## config.mk

```make
export PLATFORM = sky130hd
export DESIGN_NAME = paged_pc_table
export DESIGN_NICKNAME = d
export VERILOG_FILES = /design/src/rtl/ppt_pkg.sv /design/src/rtl/ppt_phase.sv /design/src/rtl/ppt_arbiter.sv /design/src/rtl/ppt_pc_reg.sv /design/src/rtl/ppt_table_regs.sv /design/src/rtl/paged_pc_table.sv
export SDC_FILE = /design/constraint.sdc
export NUM_CORES = 1
export LEC_CHECK = 0
export BUFFER_PORTS_ARGS = -buffer_cell sky130_fd_sc_hd__clkbuf_2
export CAP_MARGIN = 30
export CORE_ASPECT_RATIO = 1.1
export CORE_UTILIZATION = 50
export CTS_BUF_LIST = sky130_fd_sc_hd__clkbuf_8
export CTS_CLUSTER_DIAMETER = 50
export CTS_CLUSTER_SIZE = 25
export DETAILED_ROUTE_END_ITERATION = 12
export PLACE_DENSITY = 0.9
export SETUP_SLACK_MARGIN = 0.1
export SYNTH_ARGS = -nofsm -noshare
export SYNTH_HDL_FRONTEND = slang
export SYNTH_SLANG_ARGS = --single-unit
export TNS_END_PERCENT = 5
```

## constraint.sdc

```tcl
create_clock -name clk -period 3.2 [get_ports clk]
set_input_delay 0.64 -clock clk [delete_from_list [all_inputs] [get_ports clk]]
set_output_delay 0.64 -clock clk [all_outputs]
set_load 0.05 [all_outputs]
```

## src/rtl/ppt_pkg.sv

```systemverilog
package ppt_pkg;
  typedef enum logic [1:0] {
    SRC_HOLD = 2'd0,
    SRC_INC  = 2'd1,
    SRC_TJMP = 2'd2,
    SRC_JMP  = 2'd3
  } pc_src_e;

  typedef enum logic [1:0] {
    NIB_HOLD  = 2'd0,
    NIB_WRITE = 2'd1,
    NIB_ROM   = 2'd2
  } nib_src_e;
endpackage

```

## src/rtl/ppt_phase.sv

```systemverilog
module ppt_phase #(
  parameter int CYC_CLKS = 4
) (
  input  logic clk,
  input  logic rst_n,
  output logic cyc_last
);
  localparam int PH_W = (CYC_CLKS > 1) ? $clog2(CYC_CLKS) : 1;
  localparam logic [PH_W-1:0] PH_END = PH_W'(CYC_CLKS - 1);

  logic [PH_W-1:0] phase_q;

  always_ff @(posedge clk or negedge rst_n) begin
    if (!rst_n)              phase_q <= '0;
    else if (phase_q == PH_END) phase_q <= '0;
    else                     phase_q <= phase_q + 1'b1;
  end

  assign cyc_last = (phase_q == PH_END);
endmodule

```

## src/rtl/ppt_arbiter.sv

```systemverilog
module ppt_arbiter
  import ppt_pkg::*;
(
  input  logic     cyc_last,
  input  logic     inc_stb,
  input  logic     jmp_stb,
  input  logic     tjmp_stb,
  input  logic     const_ld_stb,
  input  logic     tbr_wr,
  input  logic     acc_wr,
  output pc_src_e  pc_src,
  output nib_src_e tbr_src,
  output nib_src_e acc_src,
  output logic     sel_jmp,
  output logic     sel_tjmp,
  output logic     sel_inc,
  output logic     sel_const
);
  always_comb begin
    sel_jmp   = cyc_last && jmp_stb;
    sel_tjmp  = cyc_last && tjmp_stb && !jmp_stb;
    sel_inc   = cyc_last && inc_stb && !jmp_stb && !tjmp_stb;
    sel_const = cyc_last && const_ld_stb;

    if (sel_jmp)       pc_src = SRC_JMP;
    else if (sel_tjmp) pc_src = SRC_TJMP;
    else if (sel_inc)  pc_src = SRC_INC;
    else               pc_src = SRC_HOLD;

    if (sel_const)               tbr_src = NIB_ROM;
    else if (cyc_last && tbr_wr) tbr_src = NIB_WRITE;
    else                         tbr_src = NIB_HOLD;

    if (sel_const)               acc_src = NIB_ROM;
    else if (cyc_last && acc_wr) acc_src = NIB_WRITE;
    else                         acc_src = NIB_HOLD;
  end
endmodule

```

## src/rtl/ppt_pc_reg.sv

```systemverilog
module ppt_pc_reg
  import ppt_pkg::*;
#(
  parameter int PC_W  = 12,
  parameter int NIB_W = 4
) (
  input  logic             clk,
  input  logic             rst_n,
  input  pc_src_e          pc_src,
  input  logic [PC_W-1:0]  jmp_target,
  input  logic [NIB_W-1:0] tbr,
  input  logic [NIB_W-1:0] acc,
  output logic [PC_W-1:0]  pc
);
  localparam int CNT_W = PC_W - 1;
  localparam int OFS_W = 2 * NIB_W;
  localparam int HI_W  = PC_W - OFS_W;

  function automatic logic [PC_W-1:0] step_addr(input logic [PC_W-1:0] a);
    logic [CNT_W-1:0] low;
    low = a[CNT_W-1:0] + 1'b1;
    return {a[PC_W-1], low};
  endfunction

  function automatic logic [PC_W-1:0] table_addr(input logic [PC_W-1:0] a,
                                                 input logic [NIB_W-1:0] t,
                                                 input logic [NIB_W-1:0] x);
    return {a[PC_W-1 -: HI_W], t, x};
  endfunction

  logic [PC_W-1:0] pc_q, pc_d;

  always_comb begin
    case (pc_src)
      SRC_INC:  pc_d = step_addr(pc_q);
      SRC_TJMP: pc_d = table_addr(pc_q, tbr, acc);
      SRC_JMP:  pc_d = jmp_target;
      default:  pc_d = pc_q;
    endcase
  end

  always_ff @(posedge clk or negedge rst_n) begin
    if (!rst_n) pc_q <= '0;
    else        pc_q <= pc_d;
  end

  assign pc = pc_q;
endmodule

```

## src/rtl/ppt_table_regs.sv

```systemverilog
module ppt_table_regs
  import ppt_pkg::*;
#(
  parameter int NIB_W  = 4,
  parameter int WORD_W = 16
) (
  input  logic              clk,
  input  logic              rst_n,
  input  nib_src_e          tbr_src,
  input  nib_src_e          acc_src,
  input  logic [WORD_W-1:0] rom_word,
  input  logic [NIB_W-1:0]  tbr_wdata,
  input  logic [NIB_W-1:0]  acc_wdata,
  output logic [NIB_W-1:0]  tbr,
  output logic [NIB_W-1:0]  acc
);
  localparam int NREG = 2;

  logic [NIB_W-1:0] rom_nib [NREG];
  logic [NIB_W-1:0] wr_nib  [NREG];
  nib_src_e         src     [NREG];
  logic [NIB_W-1:0] q       [NREG];

  assign rom_nib[0] = rom_word[2*NIB_W-1 -: NIB_W];
  assign rom_nib[1] = rom_word[NIB_W-1:0];
  assign wr_nib[0]  = tbr_wdata;
  assign wr_nib[1]  = acc_wdata;
  assign src[0]     = tbr_src;
  assign src[1]     = acc_src;

  for (genvar g = 0; g < NREG; g++) begin : g_nib
    always_ff @(posedge clk or negedge rst_n) begin
      if (!rst_n) q[g] <= '0;
      else begin
        case (src[g])
          NIB_ROM:   q[g] <= rom_nib[g];
          NIB_WRITE: q[g] <= wr_nib[g];
          default:   q[g] <= q[g];
        endcase
      end
    end
  end

  assign tbr = q[0];
  assign acc = q[1];
endmodule

```

## src/rtl/paged_pc_table.sv

```systemverilog
module paged_pc_table
  import ppt_pkg::*;
#(
  parameter int PC_W     = 12,
  parameter int NIB_W    = 4,
  parameter int WORD_W   = 16,
  parameter int CYC_CLKS = 4
) (
  input  logic              clk,
  input  logic              rst_n,
  input  logic              inc_stb,
  input  logic              jmp_stb,
  input  logic              tjmp_stb,
  input  logic              const_ld_stb,
  input  logic              tbr_wr,
  input  logic              acc_wr,
  input  logic [PC_W-1:0]   jmp_target,
  input  logic [WORD_W-1:0] rom_word,
  input  logic [NIB_W-1:0]  tbr_wdata,
  input  logic [NIB_W-1:0]  acc_wdata,
  output logic [PC_W-1:0]   pc,
  output logic [NIB_W-1:0]  tbr,
  output logic [NIB_W-1:0]  acc,
  output logic              cyc_last
);
  pc_src_e  pc_src;
  nib_src_e tbr_src, acc_src;
  logic     sel_jmp, sel_tjmp, sel_inc, sel_const;

  ppt_phase #(.CYC_CLKS(CYC_CLKS)) u_phase (
    .clk(clk), .rst_n(rst_n), .cyc_last(cyc_last)
  );

  ppt_arbiter u_arb (
    .cyc_last(cyc_last), .inc_stb(inc_stb), .jmp_stb(jmp_stb),
    .tjmp_stb(tjmp_stb), .const_ld_stb(const_ld_stb),
    .tbr_wr(tbr_wr), .acc_wr(acc_wr),
    .pc_src(pc_src), .tbr_src(tbr_src), .acc_src(acc_src),
    .sel_jmp(sel_jmp), .sel_tjmp(sel_tjmp), .sel_inc(sel_inc),
    .sel_const(sel_const)
  );

  ppt_pc_reg #(.PC_W(PC_W), .NIB_W(NIB_W)) u_pc (
    .clk(clk), .rst_n(rst_n), .pc_src(pc_src), .jmp_target(jmp_target),
    .tbr(tbr), .acc(acc), .pc(pc)
  );

  ppt_table_regs #(.NIB_W(NIB_W), .WORD_W(WORD_W)) u_tab (
    .clk(clk), .rst_n(rst_n), .tbr_src(tbr_src), .acc_src(acc_src),
    .rom_word(rom_word), .tbr_wdata(tbr_wdata), .acc_wdata(acc_wdata),
    .tbr(tbr), .acc(acc)
  );
endmodule

```

==> metrics.txt, run 1 <==
status finished clean; setup_tns 0 ps; initial antenna violation count 0; CP endpoint kind primary output; Die Height 56.0 um; Bufs and invs on worst path 1; area of the multi-input gates 724 um2; startpoint types flop; row count 19; vias 1371; Clock Skew 3.50 ps; I/O pin count 65; synthesized area approximately 1300 um2; syn nets 190; GRT Total Usage 0.249; register area 551 um2; Residual DRC 0; Synth area leader dfrtp_1; dpl hpwl 2490 um; delay-heaviest family, CP adder cells; Clock Latency Late Sink 260 ps; VDD IR-drop max 353 uV; Slew Limit Headroom 0.465; Synth top area share 0.415; Clock Sink Count 22; TritonRoute pass-1 iters 4; Fillers a little over 200; critical path class flop to primary output; synthesized area per cell 9.22 um2; layout cells sized above 1 0.342; WL/cell 14.4 um; final-stage net count ~250; # Max-Cap Violations 0; Via-to-Cell Ratio 5.96; commonest non-fill, non-tap cell in the layout clkbuf_2; Post-synth EDFFs 0; commonest non-fill, non-tap cells in the layout clkbuf_2 (56), dfrtp_1 (22), o21ai_0 (13); setup repair after global routing missed its margin false; ANT cells 0; Fmax 0.422 GHz; largest net degree at the start of global routing 23; Starting Density 0.532; die width 51.1 um; grt total ovfl 0; number of global-route vias before repair 1327; min cycle time layout 2370 ps; FFs w/ async S/R, synth 1.00; leak pwr 0.782 nW; slowest CP cell ha_1; Routed Antenna Nets 0; CTS tree built; register clock-pin slew on the reported worst setup and hold paths 80 ps; Seq/Total Area, Yosys 0.415; pwr/cell area 481 nW/um2; gp weighted congestion slightly above 0.8; DR iter-0 viols 32; first-pass GRT wire length ~5500 um; synthesized instance count 144; Die ar. about 2900 um2; Worst Path Required 2560 ps; H-Tree Depth 1; Ys Warns 0; Synth Flop Type dfrtp_1; IO Port Bufs 56; final WL 3310 um; worst-margin pin slew 803 ps; Tcrit/Tclk final 0.740; Synth area leaders dfrtp_1 (41%), o22ai_1 (5.2%), o21ai_0 (4.9%); endpoints failing setup 0; Unique masters post-synth 37; cts hold-fix bufs 0; postcts setup bufs 0; worst-path fanout max 22; Worst Hold Class primary input to asynchronous set/reset pin; Slew Viols, Final 0; CP arrival 1730 ps; CP peak stage delay 690 ps; Core ar. 2500 um2; # resized after CTS 0; area delta synth->final 26.8%; crit path cell chain ha_1 > clkbuf_2; total chip power 0.809 mW; Root Driver clkbuf_8; Max Buffers Root-to-Sink 2; cts bufs inserted 3; Seq cells post-synth 22; final hold viol count 0
## metal layers
| layer | vias up | GRT usage | part of all wire |
|---|---|---|---|
| li1 | 665 | - | - |
| met1 | 646 | 0.290 | 0.42 |
| met2 | 56 | 0.451 | 0.52 |
| met3 | 4 | 0.0301 | 0.052 |
| met4 | 0 | 0.0952 | 0.011 |
| met5 | - | 0 | 0 |
## metrics by stage
stage | hold slack (ps) | instance area (um2) | instances | setup slack, ps | utilization
3_5_place_dp | 446 | 1630 | 226 | 1130 | 0.652
6_report | 348 | 1680 | 230 | 833 | 0.674
2_1_floorplan | 344 | 1330 | 144 | 1380 | -
4_1_cts | 358 | 1680 | 230 | 834 | 0.674
3_3_place_gp | 420 | 1630 | 226 | 1180 | 0.652
5_1_grt | 394 | 1680 | 230 | 704 | 0.674
## report_power, final
part / internal, mW / total (mW) / switching, mW
sequential: 0.308 / 0.347 / 0.0388
combinational: 0.0794 / 0.260 / 0.181
clock: 0.110 / 0.202 / 0.0920
total: 0.497 / 0.809 / 0.312
## flip-flops by register name, indices dropped and copies added (netlist names)
name	count
u_pc.pc	12
u_phase.phase_q	2
u_tab.acc	4
u_tab.tbr	4
## synth_stat cells, drive strengths merged, types with 3 or more instances
cell and n:
a21oi 11, a22o 6, a31oi 3, buf 7, dfrtp 22, inv 5
nand2 12, nand3 9, nand3b 7, nand4 4, nor2 7, o21ai 13
o22ai 11, xnor2 3
## cell families after synthesis
group | count (synthesis) | synth area share
AOI/OAI and AO/OA | 54 | 0.267
xor gates and xnor gates | 3 | 0.0198
adders and majority gates | 2 | 0.0188
buffers and inverters | 12 | 0.0396
DFF | 22 | 0.415
muxes | 2 | 0.0170
and+or+nand+nor | 49 | 0.223
## final timing paths
path / start / end / slack (ps) / depth (start not counted)
min reg2reg: u_phase.phase_q[0] / u_phase.phase_q[0] / 460 / 1
min: rst_n / u_pc.pc[1] / 350 / 1
max reg2reg: u_phase.phase_q[0] / u_pc.pc[6] / 1110 / 6
max in group asynchronous: rst_n / u_tab.acc[0] / 2490 / 1
min in group clk: u_phase.phase_q[0] / u_phase.phase_q[0] / 460 / 1
max: u_phase.phase_q[0] / cyc_last / 830 / 2
## worst register-to-register path: stages, from the launching register on
cell and delay (ps):
dfrtp_1 370, ha_1 690, nor4bb_1 360, buf_4 200, o21ai_0 90, a31oi_1 180, a211oi_1 60
## layout make-up
cell class                 count  area share
clock buffer                   4      0.0327
inverter                       5      0.0112
multi-input combinational    110       0.430
sequential                    22       0.327
tap                           31      0.0230
timing repair buffer          58       0.175
Note: power is estimated with default switching activity, not from simulation.
==> run 2: changes to the inputs <==
Settings changed: CORE_UTILIZATION 50 to 47, PLACE_DENSITY 0.9 to 0.85.
Clock period 3.2 ns to 2.25 ns, I/O delays scaled along.
==> run 2 against run 1 <==
Final area rose by 0.89%. Utilization is 1.9 points lower. Non-clock buffer count increased by 2. Critical path type unchanged. First-iteration DRC count fell by 3.1%. Power rose by 41%. Sequential share of layout area is 0.29 points lower. Sequential power up 42%. Register-to-register slack got worse by 690 ps. Highest routed layer unchanged. Die area grew 6.1%. Clock-buffer cell count unchanged.
==> metrics.txt, run 2 (synthesized netlist as in run 1, its figures left out) <==
area delta synth->final 27.9%; worst-path fanout max 12 (-45%); cts hold-fix bufs 0 (unchanged); layout cells sized above 1 0.348 (+0.00655); setup_tns 0 ps (unchanged); clock power share 0.246 (-0.003); final hold viol count 0 (unchanged); leak pwr 0.793 nW (+1.4%); pwr/cell area 672 nW/um2 (+40%); P_sw 0.435 mW (+39%); TritonRoute pass-1 iters 4 (unchanged); internal power 0.707 mW (+42%); Final WS setup 365 ps (-468 ps); Largest register FFs 12 (unchanged); row count 19 (unchanged); area of the multi-input gates 724 um2 (unchanged); Via-to-Cell Ratio 5.99 (+0.44%); Clock Skew 1.53 ps (-1.97 ps); Fmax 0.531 GHz; register clock-pin slew on the reported worst setup and hold paths 70 ps (about the same); dpl hpwl 2510 um (+0.57%); final non-filler cell total 232 (+0.87%); dpl cells 228 (+0.88%); DR iter-0 viols 31 (-3.1%); CP endpoint kind primary output; Routed Antenna Nets 0 (unchanged); first-pass GRT wire length 5480 um (+0.26%); die width 52.7 um (+3.0%); Worst Path Required 1800 ps (-760 ps); final WL 3210 um (-3.3%); Slew Limit Headroom 0.638 (+0.174); sequential share of power 0.432 (+0.003); Die ar. 3040 um2 (+6.1%); final-stage net count 248 (+0.81%); min cycle time layout approximately 1900 ps; status finished clean; critical path class flop to primary output; Residual DRC 0 (unchanged); DP Area 1640 um2 (+0.92%); Clock Latency Late Sink 260 ps (about the same); commonest non-fill, non-tap cell in the layout clkbuf_2; GRT Total Usage 0.244 (-0.00496); initial antenna violation count 0 (unchanged); Die Height 57.7 um (+3.0%); Fillers 221 (+8.9%); largest net degree at the start of global routing 23 (unchanged); commonest non-fill, non-tap cells in the layout clkbuf_2 (56), dfrtp_1 (22), o21ai_0 (13); Tcrit/Tclk final 0.838; grt total ovfl 0 (unchanged); vias 1389 (+1.3%); worst-margin pin slew 542 ps (-261 ps); cts bufs inserted 3 (unchanged); Max Buffers Root-to-Sink 2 (unchanged); Starting Density 0.512 (-0.0195); postcts setup bufs 0 (unchanged); Root Driver clkbuf_8; Gate power share 0.322 (about the same); Clock Sink Count 22 (unchanged); Slew Viols, Final 0 (unchanged); # resized after CTS 0 (unchanged); WL/cell 13.8 um (-4.1%); setup repair after global routing missed its margin false; total chip power 1.14 mW (+41%); Worst Hold Class primary input to asynchronous set/reset pin; VDD IR-drop max 560 uV (+59%); startpoint types flop; register area 551 um2 (unchanged); # Max-Cap Violations 0 (unchanged); worst slack at placement 447 ps (-682 ps); ANT cells 0 (unchanged); Switching Fraction 0.381 (-0.00472); number of global-route vias before repair 1266 (-4.6%); CTS tree built; endpoints failing setup 0 (unchanged); gp weighted congestion 0.834 (+2.1%); I/O pin count 65 (unchanged); Core ar. 2590 um2 (+3.8%); CP arrival 1430 ps (-300 ps); IO Port Bufs 56 (unchanged); H-Tree Depth 1 (unchanged); final instance area 1700 um2 (+0.89%)
## run 2: layout make-up
cell class	instances	share of cell area
multi-input combinational	110	0.427
clock buffer	4	0.0324
tap	31	0.0228
inverter	5	0.0111
timing repair buffer	60	0.183
sequential	22	0.324
## run 2: per-layer routing
metal  GRT usage  part of all wire
met1       0.291              0.40
met2       0.423              0.52
met5           0                 0
met4       0.102             0.012
met3      0.0446             0.060
## run 2: power groups by stage
stage	registers, mW	clock network (mW)	logic, mW
after floorplan	0.641	0	0.111
after global placement	0.496	0	0.362
after detailed placement	0.499	0	0.369
after CTS	0.491	0.289	0.371
after global routing	0.501	0.307	0.395
final	0.493	0.281	0.368
## run 2: final timing paths
path / slack [ps] / start / cells past startpoint / to
max: 370 / u_phase.phase_q[0] / 2 / cyc_last
min: 150 / rst_n / 1 / u_pc.pc[11]
max reg2reg: 420 / u_phase.phase_q[0] / 6 / u_pc.pc[6]
min reg2reg: 440 / u_phase.phase_q[0] / 1 / u_phase.phase_q[0]
max in group asynchronous: 1740 / rst_n / 1 / u_phase.phase_q[0]
min in group clk: 430 / jmp_target[11] / 2 / u_pc.pc[11]
## run 2: through the flow
step           utilization  hold slack (ps)
2_1_floorplan            -              154
3_3_place_gp         0.634              419
3_5_place_dp         0.634              440
4_1_cts              0.655              169
5_1_grt              0.655              193
6_report             0.655              153
## run 2: critical path, cell delays in order, from the launching register on
cell and delay (ps):
dfrtp_1 360, ha_1 450, clkbuf_2 360
